[src/rtl/adc_seq_pkg.sv]
`timescale 1ns/1ps
package adc_seq_pkg;
  localparam int CH_W     = 3;
  localparam int PSC_W    = 4;
  localparam int RES_W    = 10;
  localparam int PERIODS  = 16;

  // machine cycles spent in one conversion for divider value n
  function automatic int conv_cycles(input int n);
    return PERIODS * (n + 1);
  endfunction
endpackage

[src/rtl/adc_clk_div.sv]
`timescale 1ns/1ps
module adc_clk_div #(
  parameter int PSC_W = 4
) (
  input  logic             clk,
  input  logic             rst_n,
  input  logic             clr,
  input  logic             en,
  input  logic [PSC_W-1:0] div_n,
  output logic             tick
);
  logic [PSC_W-1:0] cnt;

  assign tick = en && (cnt == div_n);

  always_ff @(posedge clk or negedge rst_n) begin
    if (!rst_n)      cnt <= '0;
    else if (clr)    cnt <= '0;
    else if (en)     cnt <= tick ? '0 : cnt + 1'b1;
  end


  tick_restart_chk: assert property (@(posedge clk) disable iff (!rst_n)
    tick |=> (cnt == '0));
endmodule

[src/rtl/adc_conv_timer.sv]
`timescale 1ns/1ps
module adc_conv_timer #(
  parameter int PERIODS = 16
) (
  input  logic clk,
  input  logic rst_n,
  input  logic start,
  input  logic tick,
  output logic last
);
  localparam int CW = $clog2(PERIODS);
  localparam logic [CW-1:0] LAST_IDX = CW'(PERIODS - 1);

  logic [CW-1:0] per_cnt;

  assign last = tick && (per_cnt == LAST_IDX);

  always_ff @(posedge clk or negedge rst_n) begin
    if (!rst_n)      per_cnt <= '0;
    else if (start)  per_cnt <= '0;
    else if (tick)   per_cnt <= last ? '0 : per_cnt + 1'b1;
  end


  period_hold_chk: assert property (@(posedge clk) disable iff (!rst_n)
    (!tick && !start) |=> $stable(per_cnt));
endmodule

[src/rtl/adc_trig_sync.sv]
`timescale 1ns/1ps
module adc_trig_sync (
  input  logic clk,
  input  logic rst_n,
  input  logic pin_n,
  output logic fall
);
  logic s1, s2, s3;

  always_ff @(posedge clk or negedge rst_n) begin
    if (!rst_n) begin
      s1 <= 1'b1;
      s2 <= 1'b1;
      s3 <= 1'b1;
    end else begin
      s1 <= pin_n;
      s2 <= s1;
      s3 <= s2;
    end
  end

  assign fall = s3 && !s2;


  single_edge_chk: assert property (@(posedge clk) disable iff (!rst_n)
    fall |=> !fall);
endmodule

[src/rtl/adc_seq_ctrl.sv]
`timescale 1ns/1ps
module adc_seq_ctrl
  import adc_seq_pkg::*;
(
  input  logic             clk,
  input  logic             rst_n,
  input  logic             cfg_wr,
  input  logic [CH_W-1:0]  cfg_chan,
  input  logic             cfg_ref_ext,
  input  logic             cfg_cont,
  input  logic             cfg_ext_trig,
  input  logic             cfg_start,
  input  logic [PSC_W-1:0] cfg_prescale,
  input  logic             cfg_done_clr,
  input  logic             ext_start_n,
  input  logic [RES_W-1:0] conv_data,
  output logic [CH_W-1:0]  mux_sel,
  output logic             ref_sel,
  output logic             sh_hold,
  output logic             busy,
  output logic             conv_done,
  output logic             done_flag,
  output logic [RES_W-1:0] result,
  output logic [PSC_W-1:0] prescale_q,
  output logic             cont_q,
  output logic             ext_trig_q
);
  logic [CH_W-1:0]  chan_q, act_chan;
  logic [PSC_W-1:0] act_psc;
  logic             ref_q;

  // next field values: a write takes effect in the same cycle it is decided on
  logic [CH_W-1:0]  chan_nxt;
  logic [PSC_W-1:0] psc_nxt;
  logic             cont_nxt, ext_nxt;

  // named internal events
  logic pin_fall, sw_start, hw_start, new_start, complete, restart, load, tick;

  assign chan_nxt = cfg_wr ? cfg_chan     : chan_q;
  assign psc_nxt  = cfg_wr ? cfg_prescale : prescale_q;
  assign cont_nxt = cfg_wr ? cfg_cont     : cont_q;
  assign ext_nxt  = cfg_wr ? cfg_ext_trig : ext_trig_q;

  assign sw_start  = cfg_wr && cfg_start && !cfg_ext_trig && !busy;
  assign hw_start  = ext_trig_q && pin_fall && !busy;
  assign new_start = sw_start || hw_start;
  assign restart   = complete && cont_nxt;
  assign load      = new_start || restart;

  adc_trig_sync u_sync (
    .clk   (clk),
    .rst_n (rst_n),
    .pin_n (ext_start_n),
    .fall  (pin_fall)
  );

  adc_clk_div #(.PSC_W(PSC_W)) u_div (
    .clk   (clk),
    .rst_n (rst_n),
    .clr   (load),
    .en    (busy),
    .div_n (act_psc),
    .tick  (tick)
  );

  adc_conv_timer #(.PERIODS(PERIODS)) u_timer (
    .clk   (clk),
    .rst_n (rst_n),
    .start (load),
    .tick  (tick),
    .last  (complete)
  );

  always_ff @(posedge clk or negedge rst_n) begin
    if (!rst_n) begin
      chan_q     <= '0;
      ref_q      <= 1'b0;
      prescale_q <= '0;
      cont_q     <= 1'b0;
      ext_trig_q <= 1'b0;
    end else if (cfg_wr) begin
      chan_q     <= cfg_chan;
      ref_q      <= cfg_ref_ext;
      prescale_q <= cfg_prescale;
      cont_q     <= cfg_cont;
      ext_trig_q <= cfg_ext_trig;
    end
  end

  always_ff @(posedge clk or negedge rst_n) begin
    if (!rst_n) begin
      busy      <= 1'b0;
      act_chan  <= '0;
      act_psc   <= '0;
      conv_done <= 1'b0;
      done_flag <= 1'b0;
      result    <= '0;
    end else begin
      conv_done <= complete;
      if (load) begin
        busy     <= 1'b1;
        act_chan <= chan_nxt;
        act_psc  <= psc_nxt;
      end else if (complete) begin
        busy <= 1'b0;
      end
      if (complete) result <= conv_data;
      if (complete)                       done_flag <= 1'b1;
      else if (cfg_wr && cfg_done_clr)    done_flag <= 1'b0;
    end
  end

  assign mux_sel = busy ? act_chan : chan_q;
  assign ref_sel = ref_q;
  assign sh_hold = busy;


  done_after_busy_chk: assert property (@(posedge clk) disable iff (!rst_n)
    conv_done |-> $past(busy));


  done_single_chk: assert property (@(posedge clk) disable iff (!rst_n)
    conv_done |=> !conv_done);


  chan_hold_chk: assert property (@(posedge clk) disable iff (!rst_n)
    (busy && $past(busy) && !conv_done) |-> $stable(mux_sel));


  oneshot_stop_chk: assert property (@(posedge clk) disable iff (!rst_n)
    (conv_done && !cont_q) |-> !busy);


  busy_start_ignored_chk: assert property (@(posedge clk) disable iff (!rst_n)
    (busy && !complete) |=> busy);
endmodule

[config.mk]
export PLATFORM = sky130hd
export DESIGN_NAME = adc_seq_ctrl
export DESIGN_NICKNAME = d
export VERILOG_FILES = /design/src/rtl/adc_seq_pkg.sv /design/src/rtl/adc_clk_div.sv /design/src/rtl/adc_conv_timer.sv /design/src/rtl/adc_trig_sync.sv /design/src/rtl/adc_seq_ctrl.sv
export SDC_FILE = /design/constraint.sdc
export NUM_CORES = 1
export LEC_CHECK = 0
export BUFFER_PORTS_ARGS = -buffer_cell sky130_fd_sc_hd__buf_2
export CAP_MARGIN = 10
export CORE_MARGIN = 2
export CORE_UTILIZATION = 36
export DETAILED_ROUTE_END_ITERATION = 10
export SYNTH_ARGS = -nofsm -noshare
export SYNTH_HDL_FRONTEND = slang
export SYNTH_SLANG_ARGS = --single-unit
[constraint.sdc]
create_clock -name clk -period 1.6 [get_ports clk]
set_input_delay 0.24 -clock clk [delete_from_list [all_inputs] [get_ports clk]]
set_output_delay 0.24 -clock clk [all_outputs]
set_load 0.005 [all_outputs]
# Word level (Yosys, flattened, before mapping)
# Cells that the tools add are included.
dict set report word_totals {
  ff_bits 41
  elab_cells 53
  rom_bits 0
  out_inout_bits 24
  memories 0
  latch_bits 0
  in_bits 26
  ramBits 0
}
dict set report classes {
  shift 0
  n_eq_ne 2
  div_mod_pow 0
  multipliers 0
  bitwise 0
  add_sub_neg 2
  n_lt_le_gt_ge 0
  n_reduce_logical 19
  mux 14
}
# operator n
set op_table {}
lappend op_table {{two-way mux 4 bit} 7}
lappend op_table {{logical AND 1 bit} 10}
lappend op_table {{adder 4 x 1 -> 4 bit, second input constant} 2}
lappend op_table {{nonzero test 2 bit} 4}
lappend op_table {{two-way mux 3 bit} 2}
lappend op_table {{two-way mux 1 bit} 5}
lappend op_table {{equality test 4 bit} 1}
lappend op_table {{equality test 4 bit, second input constant} 1}
lappend op_table {{zero test 1 bit} 3}
lappend op_table {{logical OR 1 bit} 2}

# Logic depth before layout (Yosys ltp)
dict set report depth {
  ltp_word 7
  ltp_mapped 6
  depth_no_buf 5
}

# Hierarchy
# From an unflattened synthesis, not the netlist that was laid out.
dict set report hier_totals {
  cells_unflattened 124
  hier_area_um2 1750.4
}
# module seq_area_each_um2 area_per_inst_um2 instances cells_per_inst
set modules_own_cells {}
lappend modules_own_cells {adc_seq_ctrl 750.7 1182.4 1 72}
lappend modules_own_cells {adc_clk_div 100.1 270.3 1 26}
lappend modules_own_cells {adc_conv_timer 100.1 205.2 1 22}
lappend modules_own_cells {adc_trig_sync 78.8 92.6 1 4}

# Worst setup path before layout
# No wires, ideal clock.
dict set report synth_path {
  kind {flip-flop to flip-flop}
  from {reg u_div.cnt[0]}
  to {reg act_chan[0]}
  required_time_ns 1.475
  setup_time_ns 0.125
  period_less_slack_ns 1.635
  arrival_ns 1.510
  path_stages_with_launch 6
  path_buffers 1
  setup_slack_ns -0.035
  path_cell_list {dfrtp_1 > xnor2_1 > nand3_2 > o31a_1 > buf_6 > mux2_4}
}
dict set report synth_via {
  elab_chain_cells 5
}
# element line_no
set synth_lines {}
lappend synth_lines {{start: declaration} adc_clk_div.sv:12} ;# logic [PSC_W-1:0] cnt;
lappend synth_lines {{start signal: assignment} adc_clk_div.sv:19} ;# else if (en) cnt <= tick ? '0 : cnt + 1'b1;
lappend synth_lines {{equality test 4 bit} adc_clk_div.sv:14} ;# assign tick = en && (cnt == div_n);
lappend synth_lines {{logical AND 1 bit} adc_clk_div.sv:14}
lappend synth_lines {{logical AND 1 bit} adc_conv_timer.sv:16} ;# assign last = tick && (per_cnt == LAST_IDX);
lappend synth_lines {{logical AND 1 bit} adc_seq_ctrl.sv:48} ;# assign restart = complete && cont_nxt;
lappend synth_lines {{logical OR 1 bit} adc_seq_ctrl.sv:49} ;# assign load = new_start || restart;
lappend synth_lines {{end signal: assignment} adc_seq_ctrl.sv:103} ;# act_chan <= chan_nxt;
lappend synth_lines {{end: declaration} adc_seq_ctrl.sv:28} ;# logic [CH_W-1:0] chan_q, act_chan;
# Every way passes these cells.
# A chain may end at the register's enable or synchronous reset.

# Worst setup path in the final report
dict set report layout_path {
  from {reg act_psc[2]}
  to {reg result[0]}
}
dict set report layout_via {
  elab_chain_cells 3
}
# element line_no
set layout_lines {}
lappend layout_lines {{start: declaration} adc_seq_ctrl.sv:29} ;# logic [PSC_W-1:0] act_psc;
lappend layout_lines {{start signal: assignment} adc_seq_ctrl.sv:104} ;# act_psc <= psc_nxt;
lappend layout_lines {{equality test 4 bit} adc_clk_div.sv:14}
lappend layout_lines {{logical AND 1 bit} adc_clk_div.sv:14}
lappend layout_lines {{logical AND 1 bit} adc_conv_timer.sv:16}
lappend layout_lines {{end signal: assignment} adc_seq_ctrl.sv:108} ;# if (complete) result <= conv_data;
lappend layout_lines {{end: declaration} adc_seq_ctrl.sv:23} ;# output logic [RES_W-1:0] result,
# Every way passes these cells.

==> results_dict.tcl <==
set metrics [dict create \
    swShare 0.314 \
    first_pass_iters 4 \
    gp_congestion 0.796 \
    netlist_area_sq_um 1790 \
    drtIter0Drc 83 \
    antenna_found_initial 0 \
    fin_nets 249 \
    fin_crit_sh 1.09 \
    htreeDepth 2 \
    critical-path-top-delay-family "flip-flops" \
    synth_nets 161 \
    slowest_stage "dfrtp_1" \
    start_kind "register" \
    synth_edf_count 0 \
    dp_hpwl_um 3040 \
    holdWs_ns 0.0440 \
    syn_to_final_growth_pct 51.4 \
    syn_avg_cell_area_sq_um 13.4 \
    routedWlPerCell_um 15.6 \
    outcome "complete, but fails checks" \
    fin_util 0.569 \
    whs_path_depth 1 \
    vias 1381 \
    max_slew.worst_pin.slew_ns 0.419 \
    post-place-cells 266 \
    cpMostUsedCell "buf_6" \
    min_path_type "in2reg" \
    die_height_um 74.5 \
    r2r-end "result[0]" \
    cp-end-kind "register" \
    detail-route-antenna-nets 0 \
    slew_headroom 0.721 \
    mostFrequentLayoutCells "49 x buf_2, 37 x dfrtp_1, 25 x buf_4" \
    clock_latency_ns 0.29 \
    final_common_cell "buf_2" \
    violations "setup timing" \
    grt_max_degree 26 \
    path_clk_slew_ns 0.08 \
    fin_skew_ns 0.00212 \
    p_total_mw 3.98 \
    ff2ff_setup_slack_ns -0.14 \
    worstPathArrival_ns 1.91 \
    setup_slack_ns -0.136 \
    finalSetupViolations 21 \
    cts_tree "yes" \
    cts_root_buffer "clkbuf_8" \
    leakagePower_nw 1.35 \
    grt_pass1_wl_um 7230 \
    pwr-share-seq 0.352 \
    numCtsBuffers 5 \
    p_switching_mw 1.25 \
    initial_utilization 0.376 \
    min_to "u_sync.s1" \
    first_global_vias 1514 \
    intPower_mw 2.73 \
    ys_seq_elements 41 \
    maxCapViolCount 0 \
    synthDistinctLibCells 36 \
    async_flop_share 1.00 \
    wl_um 4520 \
    yosysSeqAreaShare 0.576 \
    viasPerCell 4.78 \
    reg2reg_from "act_psc[2]" \
    std_cell_rows 25 \
    maxSlewViolCount 0 \
    crit_buf_inv 2 \
    power_frac_comb 0.432 \
    synth_ff_type "dfrtp_1" \
    powerDensity_nw_per_um2 1470 \
    clk_path_buf_depth 2 \
    crit_type "reg2reg" \
    n_antenna_cell 0 \
    layoutNonFillerInstCount 289 \
    fmax_ghz 0.576 \
    min_from "ext_start_n" \
    drc_errors 0 \
    tns_ns -2.14 \
    grt.overflow.total 0 \
    ys_warn_count 0 \
    chipWidth_um 74.5 \
    crit_chain "xnor2_2 -> nand3_2 -> buf_6 -> nor3_4 -> buf_6 -> mux2_4" \
    grt_use_total 0.174 \
    synthCells 133 \
    stdcell_area_sq_um 2710 \
    die_area_sq_um 5550 \
    dpl_cell_area_sq_um 2290 \
    crit_path_max_incr_delay_ns 0.43 \
    peakVddDrop_mv 0.705 \
    critPathMaxFanout 6 \
    clkPwrFrac 0.217 \
    core_area_sq_um 4750 \
    port_buffers 49 \
    hold_viol_final 0 \
    clock-sinks 41 \
    fin_crit_ns 1.74 \
    ios 50 \
    pre_cts_slack_ns -0.133 \
    crit_required_ns 1.78 \
    drive_gt1_frac 0.680 \
    rr_worst_depth 6 \
    rsz0062_at_grt "true" \
]
-- metal layers --
metal,vias up,part of all wire,wire length (um),track usage
met5,-,0,0,0
li1,648,-,-,-
met1,687,0.44,1970,0.230
met2,39,0.51,2320,0.288
met4,0,0.013,57,0.0655
met3,7,0.039,177,0.0298
-- timing repair --
action                                  CTS  global route
endpoints found under the setup margin   19            28
hold buffers                              1             0
pin swaps                                 8             7
cloned                                    1             0
resized for setup                        24            23
setup buffers                             7             6
hold endpoints to repair                 16             0
-- synth_stat cells (2+ instances only) --
| cell | count | area share |
|---|---|---|
| ha_1 | 2 | 0.014 |
| a21oi_1 | 4 | 0.011 |
| xnor2_1 | 3 | 0.015 |
| mux2_4 | 6 | 0.050 |
| mux2_2 | 24 | 0.15 |
| o21a_1 | 2 | 0.0084 |
| dfstp_2 | 3 | 0.044 |
| buf_4 | 2 | 0.0084 |
| o31ai_1 | 2 | 0.0084 |
| a21boi_0 | 2 | 0.0084 |
| and3b_1 | 2 | 0.0098 |
| nor3_1 | 3 | 0.0084 |
| nor2_1 | 4 | 0.0084 |
| nand3_1 | 3 | 0.0084 |
| o21ai_0 | 3 | 0.0084 |
| clkbuf_1 | 3 | 0.0063 |
| dfrtp_1 | 38 | 0.53 |
| nand2_1 | 4 | 0.0084 |
| nand4_1 | 2 | 0.0070 |
| nand2b_1 | 3 | 0.010 |
| inv_1 | 3 | 0.0063 |
-- how the worst max path moves through the flow --
stage,startpoint,endpoint,slack [ns],cells after the start
CTS,u_div.cnt[0],result[0],-0.11,6
global placement,u_sync.s2,act_psc[2],-0.15,5
finish,act_psc[2],result[0],-0.14,6
global route,act_psc[0],result[0],-0.20,6
floorplan,u_sync.s2,act_chan[0],0.001,5
detailed placement,u_sync.s2,act_psc[0],-0.13,5
-- kinds of logic (layout without fill, tap and decap cells) --
family          count (synthesis)  in the layout  synth area share
fa+ha+maj                       2              2            0.0140
compound gates                 19             19            0.0707
simple gates                   27             27            0.0882
flops                          41             41             0.576
buf+inv                        10             99            0.0301
xor+xnor                        4              4            0.0196
mux                            30             30             0.202
-- sequential cells by signal (all words and copies together) (netlist names), 3 cells and up --
name             flops
u_timer.per_cnt      4
result              10
prescale_q           4
u_div.cnt            4
act_psc              4
chan_q               3
act_chan             3
-- cell type report --
type | instances | area, sq um
clock inverters | 2 | 37.5
clock buffers | 6 | 82.6
flip-flops and latches | 41 | 1030
fillers | 418 | 2050
multi-input cells | 82 | 862
repair buffers | 88 | 598
inverters | 3 | 11.3
well taps | 67 | 83.8
-- power by group through the flow --
| stage | clock network [mW] | registers (mW) | logic (mW) |
|---|---|---|---|
| 3_3_place_gp | 0 | 1.39 | 1.12 |
| 3_5_place_dp | 0 | 1.40 | 1.17 |
| 2_1_floorplan | 0 | 1.39 | 0.640 |
| 4_1_cts | 0.883 | 1.39 | 1.39 |
| 5_1_grt | 0.921 | 1.42 | 1.86 |
| 6_report | 0.862 | 1.40 | 1.72 |
Power figures use the tool's default switching activity.
